**src/rtl/wdog_idx_port.sv**
```systemverilog
module wdog_idx_port #(
  parameter int CLKS_PER_SEC = 20,
  parameter int SECS_PER_MIN = 60,
  parameter int PULSE_CLKS   = 16
) (
  input  logic       clk,
  input  logic       rst_n,
  input  logic       bus_sel,
  input  logic       bus_wr,
  input  logic [7:0] bus_wdata,
  output logic [7:0] bus_rdata,
  input  logic       kbd_irq,
  input  logic       mouse_irq,
  output logic       rst_req
);
  localparam int SW = (CLKS_PER_SEC > 1) ? $clog2(CLKS_PER_SEC) : 1;
  localparam int MW = (SECS_PER_MIN > 1) ? $clog2(SECS_PER_MIN) : 1;
  localparam int PW = $clog2(PULSE_CLKS + 1);
  localparam logic [7:0] KEY_OPEN = 8'h87, KEY_SEAL = 8'hAA, IX_PAGE = 8'h07, WD_PAGE = 8'h08;
  localparam logic [7:0] IX_EN = 8'h30, IX_UNIT = 8'hF5, IX_TMR = 8'hF6, IX_SRC = 8'hF7;

  logic          unl_q, key_q, en_q, unit_q, kbd_en_q, mse_en_q, kbd_q, mse_q;
  logic [7:0]    idx_q, page_q, tmr_q, cnt_q;
  logic [SW-1:0] sec_q;
  logic [MW-1:0] min_q;
  logic [PW-1:0] pulse_q;

  wire idx_wr   = bus_wr && !bus_sel;
  wire dat_wr   = bus_wr && bus_sel && unl_q;
  wire on_page  = page_q == WD_PAGE;
  wire reg_wr   = dat_wr && on_page;
  wire wr_tmr   = reg_wr && idx_q == IX_TMR;
  wire sec_tick = sec_q == SW'(CLKS_PER_SEC - 1);
  wire min_tick = sec_tick && min_q == MW'(SECS_PER_MIN - 1);
  wire tick     = unit_q ? min_tick : sec_tick;
  wire reload   = (kbd_irq && !kbd_q && kbd_en_q) || (mouse_irq && !mse_q && mse_en_q);
  wire expire   = !wr_tmr && !reload && tick && en_q && cnt_q <= 8'd1;

  assign rst_req = pulse_q != '0;

  always_ff @(posedge clk or negedge rst_n)
    if (!rst_n) begin
      sec_q <= '0;
      min_q <= '0;
    end else begin
      sec_q <= sec_tick ? '0 : sec_q + 1'b1;
      if (sec_tick) min_q <= min_tick ? '0 : min_q + 1'b1;
    end

  always_ff @(posedge clk or negedge rst_n)
    if (!rst_n) begin
      unl_q  <= 1'b0;
      key_q  <= 1'b0;
      idx_q  <= '0;
      page_q <= '0;
    end else if (idx_wr) begin
      if (!unl_q) begin
        key_q <= bus_wdata == KEY_OPEN && !key_q;
        unl_q <= bus_wdata == KEY_OPEN && key_q;
      end else if (bus_wdata == KEY_SEAL) begin
        unl_q  <= 1'b0;
        key_q  <= 1'b0;
        idx_q  <= '0;
        page_q <= '0;
      end else begin
        idx_q <= bus_wdata;
      end
    end else if (dat_wr && idx_q == IX_PAGE) begin
      page_q <= bus_wdata;
    end

  always_ff @(posedge clk or negedge rst_n)
    if (!rst_n) begin
      en_q     <= 1'b0;
      unit_q   <= 1'b0;
      kbd_en_q <= 1'b0;
      mse_en_q <= 1'b0;
      tmr_q    <= '0;
    end else if (reg_wr) begin
      case (idx_q)
        IX_EN:   en_q <= bus_wdata[0];
        IX_UNIT: unit_q <= bus_wdata[3];
        IX_TMR:  tmr_q <= bus_wdata;
        IX_SRC:  {mse_en_q, kbd_en_q} <= bus_wdata[7:6];
        default: ;
      endcase
    end

  always_ff @(posedge clk or negedge rst_n)
    if (!rst_n) begin
      cnt_q   <= '0;
      pulse_q <= '0;
      kbd_q   <= 1'b0;
      mse_q   <= 1'b0;
    end else begin
      kbd_q <= kbd_irq;
      mse_q <= mouse_irq;
      if (wr_tmr)               cnt_q <= bus_wdata;
      else if (reload || expire) cnt_q <= tmr_q;
      else if (tick && en_q)    cnt_q <= cnt_q - 8'd1;
      if (expire)               pulse_q <= PW'(PULSE_CLKS);
      else if (rst_req)         pulse_q <= pulse_q - 1'b1;
    end

  always_comb begin
    bus_rdata = 8'hFF;
    if (unl_q) begin
      if (!bus_sel) bus_rdata = idx_q;
      else if (idx_q == IX_PAGE) bus_rdata = page_q;
      else if (on_page)
        case (idx_q)
          IX_EN:   bus_rdata = {7'd0, en_q};
          IX_UNIT: bus_rdata = {4'd0, unit_q, 3'd0};
          IX_TMR:  bus_rdata = cnt_q;
          IX_SRC:  bus_rdata = {mse_en_q, kbd_en_q, 6'd0};
          default: bus_rdata = 8'hFF;
        endcase
    end
  end

  p_unlock_key_r2: assert property (@(posedge clk) disable iff (!rst_n)
    $rose(unl_q) |-> $past(bus_wr && !bus_sel && bus_wdata == KEY_OPEN));
  p_sealed_hold_r4: assert property (@(posedge clk) disable iff (!rst_n)
    (!unl_q && bus_wr && bus_sel) |=> $stable({en_q, unit_q, kbd_en_q, mse_en_q, tmr_q}));
  p_stopped_hold_r5: assert property (@(posedge clk) disable iff (!rst_n)
    (!en_q && !wr_tmr && !reload) |=> $stable(cnt_q));
  p_fire_running_r8: assert property (@(posedge clk) disable iff (!rst_n)
    $rose(rst_req) |-> $past(en_q));
  p_pulse_hold_r9: assert property (@(posedge clk) disable iff (!rst_n)
    $rose(rst_req) |=> rst_req);
  p_kbd_reload_r10: assert property (@(posedge clk) disable iff (!rst_n)
    (kbd_irq && !kbd_q && kbd_en_q && !wr_tmr) |=> cnt_q == $past(tmr_q));
endmodule

```
**config.mk**
```make
export PLATFORM = sky130hd
export DESIGN_NAME = wdog_idx_port
export DESIGN_NICKNAME = d
export VERILOG_FILES = /design/src/rtl/wdog_idx_port.sv
export SDC_FILE = /design/constraint.sdc
export NUM_CORES = 1
export LEC_CHECK = 0
export BUFFER_PORTS_ARGS = -buffer_cell sky130_fd_sc_hd__buf_2
export CAP_MARGIN = 20
export CORE_UTILIZATION = 42
export CTS_BUF_LIST = sky130_fd_sc_hd__clkbuf_8
export DETAILED_ROUTE_END_ITERATION = 8
export SLEW_MARGIN = 20
export SYNTH_ARGS = -nofsm -noshare
export SYNTH_HDL_FRONTEND = slang
export SYNTH_SLANG_ARGS = --single-unit
```
**constraint.sdc**
```tcl
create_clock -name clk -period 3.2 [get_ports clk]
set_input_delay 0.16 -clock clk [delete_from_list [all_inputs] [get_ports clk]]
set_output_delay 0.16 -clock clk [all_outputs]
set_load 0.02 [all_outputs]
```
==> flow_metrics.env, run 1 <==
export IMPL_wire_per_inst_um=15.9
export IMPL_start_util_pct=44.3
export IMPL_detail_route_first_pass_iterations=5
export IMPL_max_slew_margin_pct=34.6
export IMPL_cts_tree="done"
export IMPL_async_reset_ff_share_pct=100
export IMPL_synth_area_leader_cell="dfrtp_1"
export IMPL_grt_usage_pct=20.4
export IMPL_synth_top_area_share_pct=45.8
export IMPL_syn_instance_count=335
export IMPL_total_leakage_power_nw=1.55
export IMPL_synth_seq_area_share_pct=45.8
export IMPL_num_nets_final=379
export IMPL_ir_drop_uv=248
export IMPL_synth_avg_cell_area_um2=9.14
export IMPL_place_gp_congestion=0.920
export IMPL_die_width_um=87.4
export IMPL_route_detailed_drc=0
export IMPL_grt_pass1_vias=2399
export IMPL_final_setup_viol_count=0
export IMPL_switching_share_pct=22.7
export IMPL_hold_viol_final=0
export IMPL_numCtsBuffers=5
export IMPL_critPathMaxStageDelay_ns=0.50
export IMPL_power_frac_comb_pct=4.3
export IMPL_critPathSlowestCell="dfrtp_1"
export IMPL_port_buffers=22
export IMPL_antenna_left=0
export IMPL_clkLatencyLatePin_ns=0.31
export IMPL_clkSlewWorstSetupHoldPaths_ns=0.10
export IMPL_multiInputGateArea_um2=1590
export IMPL_drt_initial_drc_count=155
export IMPL_post_place_cells=445
export IMPL_path_cells="or3_1, or2_0, a211oi_2, a31oi_1, mux2i_1, nand2_1, buf_2"
export IMPL_pin_count=23
export IMPL_synthesis_area_um2=3060
export IMPL_routed_wl_mm=7.23
export IMPL_fin_crit_sh_pct=81.0
export IMPL_cp_end_kind="output pin"
export IMPL_power_density_nw_per_um2=343
export IMPL_clock_skew_ns=0.0105
export IMPL_p_clk_share_pct=34.5
export IMPL_p_int_mw=0.899
export IMPL_drive_above_1_share_pct=12.5
export IMPL_htreeDepth=2
export IMPL_fp_row_count=30
export IMPL_finalCriticalPeriod_ns=2.59
export IMPL_run_status="finished, final reports clean"
export IMPL_clkSinkCount=56
export IMPL_switching_power_mw=0.264
export IMPL_diodes=0
export IMPL_tightest_slew_ns=0.967
export IMPL_clock_path_buffers=2
export IMPL_synthFlopType="dfrtp_1"
export IMPL_grt_max_degree=30
export IMPL_min_path_type="in2reg"
export IMPL_drv_cap=0
export IMPL_finalNonFillerCells=456
export IMPL_viasPerCell=5.61
export IMPL_ys_ff_latch=56
export IMPL_setup_tns_ns=0
export IMPL_hpwl_mm=5.33
export IMPL_nFillCells=724
export IMPL_worstSetupStartpointType="flop"
export IMPL_synth_area_leaders="dfrtp_1 (46%), nand2_1 (8.3%), nor2_1 (4.0%)"
export IMPL_area_growth_pct=10.7
export IMPL_cp_data_required_time_ns=3.04
export IMPL_critPathMaxFanout=11
export IMPL_antenna_found_initial=0
export IMPL_grt_overflow=0
export IMPL_synth_edf_count=0
export IMPL_yosys_warnings=0
export IMPL_drv_slew=0
export IMPL_cts_root_buf="clkbuf_8"
export IMPL_dr_total_vias=2559
export IMPL_fp_dieH_um=87.4
export IMPL_grt_pass1_wl_mm=12.0
export IMPL_rsz0062_at_grt="false"
export IMPL_die_area_um2=7640
export IMPL_syn_num_nets=355
export IMPL_path_class="reg2out"
export IMPL_arrival_ns=2.43
export IMPL_coreArea_um2=6910
export IMPL_seq_power_share_pct=61.2
export IMPL_fmax_mhz=386
export IMPL_layout_area_seq_um2=1400
export IMPL_yosysUniqueCellTypes=60
[state kept, by name, summed over array words and instances, names as in the netlist]
| signal | flops |
|---|---|
| unl_q | 1 |
| page_q | 8 |
| mse_en_q | 1 |
| kbd_en_q | 1 |
| idx_q | 8 |
| min_q | 6 |
| kbd_q | 1 |
| pulse_q | 5 |
| en_q | 1 |
| mse_q | 1 |
| sec_q | 5 |
| key_q | 1 |
| unit_q | 1 |
| tmr_q | 8 |
| cnt_q | 8 |
[logic make-up (layout without fill, tap and decap cells)]
family                     count (synthesis)  after routing  synth area share, %
xor gates and xnor gates                   5              5                 1.43
buffers and inverters                     17             42                 2.21
DFF                                       56             56                 45.8
adders and majority gates                  6              6                 2.45
muxes                                     17             17                 5.92
AOI/OAI and AO/OA                         75             75                 17.2
and+or+nand+nor                          159            159                 25.0
[what timing repair did]
item	in CTS	in global routing
resized for setup	0	0
hold endpoints to repair	29	0
hold buffers	3	0
setup endpoints to repair	0	0
buffers inserted	0	0
[metal layers]
layer	track usage, %	share of wire (%)
met3	3.13	4.9
met5	0	0
met4	8.64	2.8
met2	31.7	44
met1	28.1	48
[layout make-up]
| type | count | share of cell area (%) |
|---|---|---|
| Clock inverter | 2 | 0.332 |
| Clock buffer | 6 | 2.44 |
| Inverter | 7 | 0.775 |
| Sequential cell | 56 | 41.3 |
| Multi-Input combinational cell | 262 | 47.0 |
| Tap cell | 96 | 3.54 |
| Timing Repair Buffer | 27 | 4.58 |
[power by group through the flow]
stage | combinational, mW | clock, mW | sequential [mW]
2_1_floorplan | 0.0132 | 0 | 0.725
3_3_place_gp | 0.0485 | 0 | 0.726
3_5_place_dp | 0.0483 | 0 | 0.726
4_1_cts | 0.0513 | 0.417 | 0.712
5_1_grt | 0.0572 | 0.440 | 0.712
6_report | 0.0504 | 0.401 | 0.712
[cell usage in the layout (no fill, tap or decap), types with 3 or more instances in the layout]
master,synthesis,layout
o21ai_0,18,18
nand2b_1,3,3
and3_1,3,3
o21ai_1,7,7
nor2b_1,3,3
nor2_1,33,33
clkbuf_8,0,6
nand2_1,68,68
a22o_1,10,10
mux2i_1,8,8
a21oi_1,9,9
dlygate4sd3_1,0,3
a31oi_1,3,3
nand3b_1,4,4
buf_2,3,22
nor3_1,9,9
inv_1,7,8
nor4_1,6,6
dfrtp_1,56,56
mux2_2,8,8
ha_1,6,6
nand3_1,9,9
xnor2_1,5,5
[synthesized netlist by cell type (4+ instances only)]
library cell	number
nand2_1	68
dfrtp_1	56
nor2_1	33
o21ai_0	18
a22o_1	10
a21oi_1	9
nand3_1	9
nor3_1	9
mux2_2	8
mux2i_1	8
clkbuf_1	7
inv_1	7
o21ai_1	7
ha_1	6
nor4_1	6
xnor2_1	5
nand3b_1	4
[worst max-delay path: cells and delay by family (launching register included)]
kind,cells,cell delay (ns)
AND/OR/NAND/NOR,3,0.69
buffers and inverters,1,0.17
multiplexers,1,0.17
flip-flops,1,0.50
AO/OA/AOI/OAI,2,0.59
[worst paths after layout]
path / depth (start not counted) / slack, ns / end / start
hold reg to reg: 1 / 0.47 / sec_q[0] / sec_q[0]
setup / recovery: 7 / 0.61 / bus_rdata[0] / idx_q[1]
hold / removal: 3 / 0.14 / idx_q[7] / bus_wdata[7]
max in group asynchronous: 3 / 1.97 / tmr_q[2] / rst_n
setup reg to reg: 7 / 0.86 / cnt_q[2] / sec_q[0]
min in group asynchronous: 2 / 0.40 / page_q[7] / rst_n
[through the flow]
step | area (um^2) | power (mW) | util [%] | hold WS [ns] | worst slack [ns]
finish | 3390 | 1.16 | 49.1 | 0.138 | 0.608
global route | 3390 | 1.21 | 49.1 | 0.133 | 0.453
CTS | 3390 | 1.18 | 49.1 | 0.128 | 0.612
detailed placement | 3270 | 0.774 | 47.3 | 0.223 | 0.877
global placement | 3270 | 0.774 | 47.3 | 0.221 | 0.957
floorplan | 3060 | 0.738 | - | -0.136 | 1.16
(Power assumes the default switching activity.)
==> run 2: changes to the inputs <==
ABC_AREA = 1   (was unset)
clock period = 2.14 ns   (was 3.2 ns; I/O delays follow)
==> flow_metrics.env, run 2 <==
export IMPL_run_status="finished, final reports clean"
export IMPL_path_cells="buf_4, nand3_2, inv_2, nand4_1, nand4_1, o211ai_1, nand2_1, nand2_1, buf_6"
export IMPL_async_reset_ff_share_pct=100
export IMPL_grt_max_degree=26
export IMPL_synth_simple_area_share_pct=29.3
export IMPL_num_nets_final=485
export IMPL_fin_util_pct=50.7
export IMPL_htreeDepth=2
export IMPL_clkSinkCount=56
export IMPL_synth_xor_area_share_pct=3.00
export IMPL_detail_route_first_pass_iterations=4
export IMPL_die_area_um2=8000
export IMPL_antenna_found_initial=0
export IMPL_synth_top_area_share_pct=43.6
export IMPL_grt_pass1_wl_mm=11.7
export IMPL_clock_skew_ns=0.0164
export IMPL_total_leakage_power_nw=1.84
export IMPL_cp_data_required_time_ns=2.03
export IMPL_yosys_warnings=0
export IMPL_clkSlewWorstSetupHoldPaths_ns=0.11
export IMPL_fin_crit_sh_pct=96.8
export IMPL_switching_power_mw=0.513
export IMPL_critPathMaxFanout=8
export IMPL_final_cell_mix="nand2_1 (94), inv_1 (63), dfrtp_1 (53)"
export IMPL_hpwl_mm=5.45
export IMPL_fp_dieH_um=89.5
export IMPL_critPathBufInv=3
export IMPL_numCtsBuffers=5
export IMPL_final_common_cell="nand2_1"
export IMPL_max_slew_margin_pct=66.0
export IMPL_die_width_um=89.5
export IMPL_viasPerCell=4.91
export IMPL_dr_total_vias=2773
export IMPL_ir_drop_uv=326
export IMPL_syn_instance_count=426
export IMPL_switching_share_pct=25.6
export IMPL_area_growth_pct=15.6
export IMPL_synthesis_area_um2=3210
export IMPL_coreArea_um2=7330
export IMPL_finalPower_mw=2.00
export IMPL_seq_power_share_pct=55.2
export IMPL_yosysMostFrequentCell="nand2_1"
export IMPL_clkLatencyLatePin_ns=0.32
export IMPL_drv_cap=0
export IMPL_drive_above_1_share_pct=15.2
export IMPL_yosys_top_cells_count="nand2_1 (97), inv_1 (65), dfrtp_1 (56)"
export IMPL_synth_area_leader_cell="dfrtp_1"
export IMPL_yosysUniqueCellTypes=34
export IMPL_drv_slew=0
export IMPL_multiInputGateArea_um2=1530
export IMPL_port_buffers=22
export IMPL_wire_per_inst_um=13.1
export IMPL_route_detailed_drc=0
export IMPL_diodes=0
export IMPL_final_setup_viol_count=0
export IMPL_critPathMaxStageDelay_ns=0.44
export IMPL_nFillCells=729
export IMPL_synth_top_family_by_area="simple AND/OR/NAND/NOR gates"
export IMPL_antenna_left=0
export IMPL_cts_root_buf="clkbuf_8"
export IMPL_path_class="reg2out"
export IMPL_power_density_nw_per_um2=540
export IMPL_drt_initial_drc_count=148
export IMPL_grt_usage_pct=19.6
export IMPL_p_int_mw=1.49
export IMPL_synthAdderAreaFrac_pct=2.34
export IMPL_synth_avg_cell_area_um2=7.54
export IMPL_place_gp_congestion=0.876
export IMPL_rsz0062_at_grt="true"
export IMPL_cp_end_kind="output pin"
export IMPL_arrival_ns=1.96
export IMPL_ys_ff_latch=56
export IMPL_synth_edf_count=0
export IMPL_synthMuxAreaShare_pct=0
export IMPL_tightest_slew_ns=0.505
export IMPL_power_frac_comb_pct=9.3
export IMPL_pin_count=23
export IMPL_layout_area_seq_um2=1410
export IMPL_finalCriticalPeriod_ns=2.07
export IMPL_grt_overflow=0
export IMPL_hold_viol_final=0
export IMPL_routed_wl_mm=7.41
export IMPL_fmax_mhz=483
export IMPL_critPathSlowestCell="dfrtp_1"
export IMPL_start_util_pct=43.8
export IMPL_min_path_type="in2reg"
export IMPL_synth_compound_area_share_pct=12.2
export IMPL_p_clk_share_pct=35.6
export IMPL_syn_num_nets=446
export IMPL_synthFlopType="dfrtp_1"
export IMPL_synth_area_leaders="dfrtp_1 (44%), nand2_1 (11%), inv_1 (7.6%)"
export IMPL_crit_family="simple AND/OR/NAND/NOR gates"
export IMPL_grt_pass1_vias=2453
export IMPL_clock_path_buffers=2
export IMPL_cts_tree="done"
export IMPL_fp_row_count=31
export IMPL_synth_seq_area_share_pct=43.6
export IMPL_worstSetupStartpointType="flop"
-- run 2: cell count changes after synthesis, moves of 6 or more --
cell,change
nand2_1,+29
nor2_1,+11
xor2_1,+7
clkbuf_1,-6
nand3_1,+17
mux2_2,-8
o21ai_1,-7
a21oi_1,+12
o21ai_0,+25
a22o_1,-10
mux2i_1,-8
inv_1,+58
-- run 2: power by group through the flow --
stage / clock, mW / sequential (mW) / combinational [mW]
floorplan: 0 / 1.12 / 0.109
global placement: 0 / 1.12 / 0.181
detailed placement: 0 / 1.13 / 0.183
CTS: 0.728 / 1.11 / 0.187
global route: 0.775 / 1.11 / 0.216
finish: 0.713 / 1.11 / 0.186
-- run 2: kinds of logic (layout without fill, tap and decap cells) --
family          after synthesis  in the layout
simple gates                203            203
compound gates               74             74
xor+xnor                     11             11
buf+inv                      76            116
flops                        56             56
fa+ha+maj                     6              6
-- run 2: worst reg2reg max path, delay by kind of cell, from the launching register on --
kind,cells,cell delay (ns)
buf+inv,4,0.55
compound gates,1,0.13
flops,1,0.43
simple gates,6,0.71
-- run 2: path summary, 6_finish.rpt --
check / endpoint / cells past startpoint / startpoint / slack [ns]
worst max-delay path: bus_rdata[1] / 9 / idx_q[6] / 0.07
worst min-delay path: en_q / 3 / bus_wdata[0] / 0.05
worst max register to register: cnt_q[3] / 11 / idx_q[4] / 0.24
worst min register to register: sec_q[0] / 1 / sec_q[0] / 0.47
max in group asynchronous: idx_q[2] / 3 / rst_n / 1.26
min in group asynchronous: min_q[5] / 2 / rst_n / 0.23
-- run 2: final cells by class --
type                            count  share of cell area (%)
Multi-Input combinational cell    294                    41.2
Sequential cell                    56                    37.8
Timing Repair Buffer               37                    7.38
Clock inverter                      3                    1.15
Inverter                           71                    7.24
Tap cell                           99                    3.34
Clock buffer                        5                    1.85
-- run 2: repair_timing --
item                                    CTS  global route
hold endpoints to repair                 15             0
gates resized for setup                   1            26
hold buffers                              3             0
endpoints found under the setup margin    3             9
pin swaps                                 0            12
buffers inserted                          0             8
-- run 2: per-layer routing --
metal / up-vias / global-route usage [%] / routed length [um]
met5: - / 0 / 0
met4: 0 / 4.33 / 36
met3: 2 / 4.16 / 315
met2: 47 / 29.4 / 3260
met1: 1280 / 29.1 / 3810
li1: 1444 / - / -
-- run 2: metrics by stage --
stage / setup TNS (ns) / hold slack [ns] / setup slack (ns) / area (um^2) / instances
5_1_grt: -0.313 / 0.0641 / -0.106 / 3710 / 565
3_5_place_dp: 0 / 0.0296 / 0.266 / 3440 / 546
2_1_floorplan: 0 / -0.189 / 0.576 / 3210 / 426
3_3_place_gp: 0 / 0.0320 / 0.281 / 3440 / 546
4_1_cts: 0 / 0.0564 / 0.0107 / 3580 / 557
6_report: 0 / 0.0546 / 0.0692 / 3710 / 565
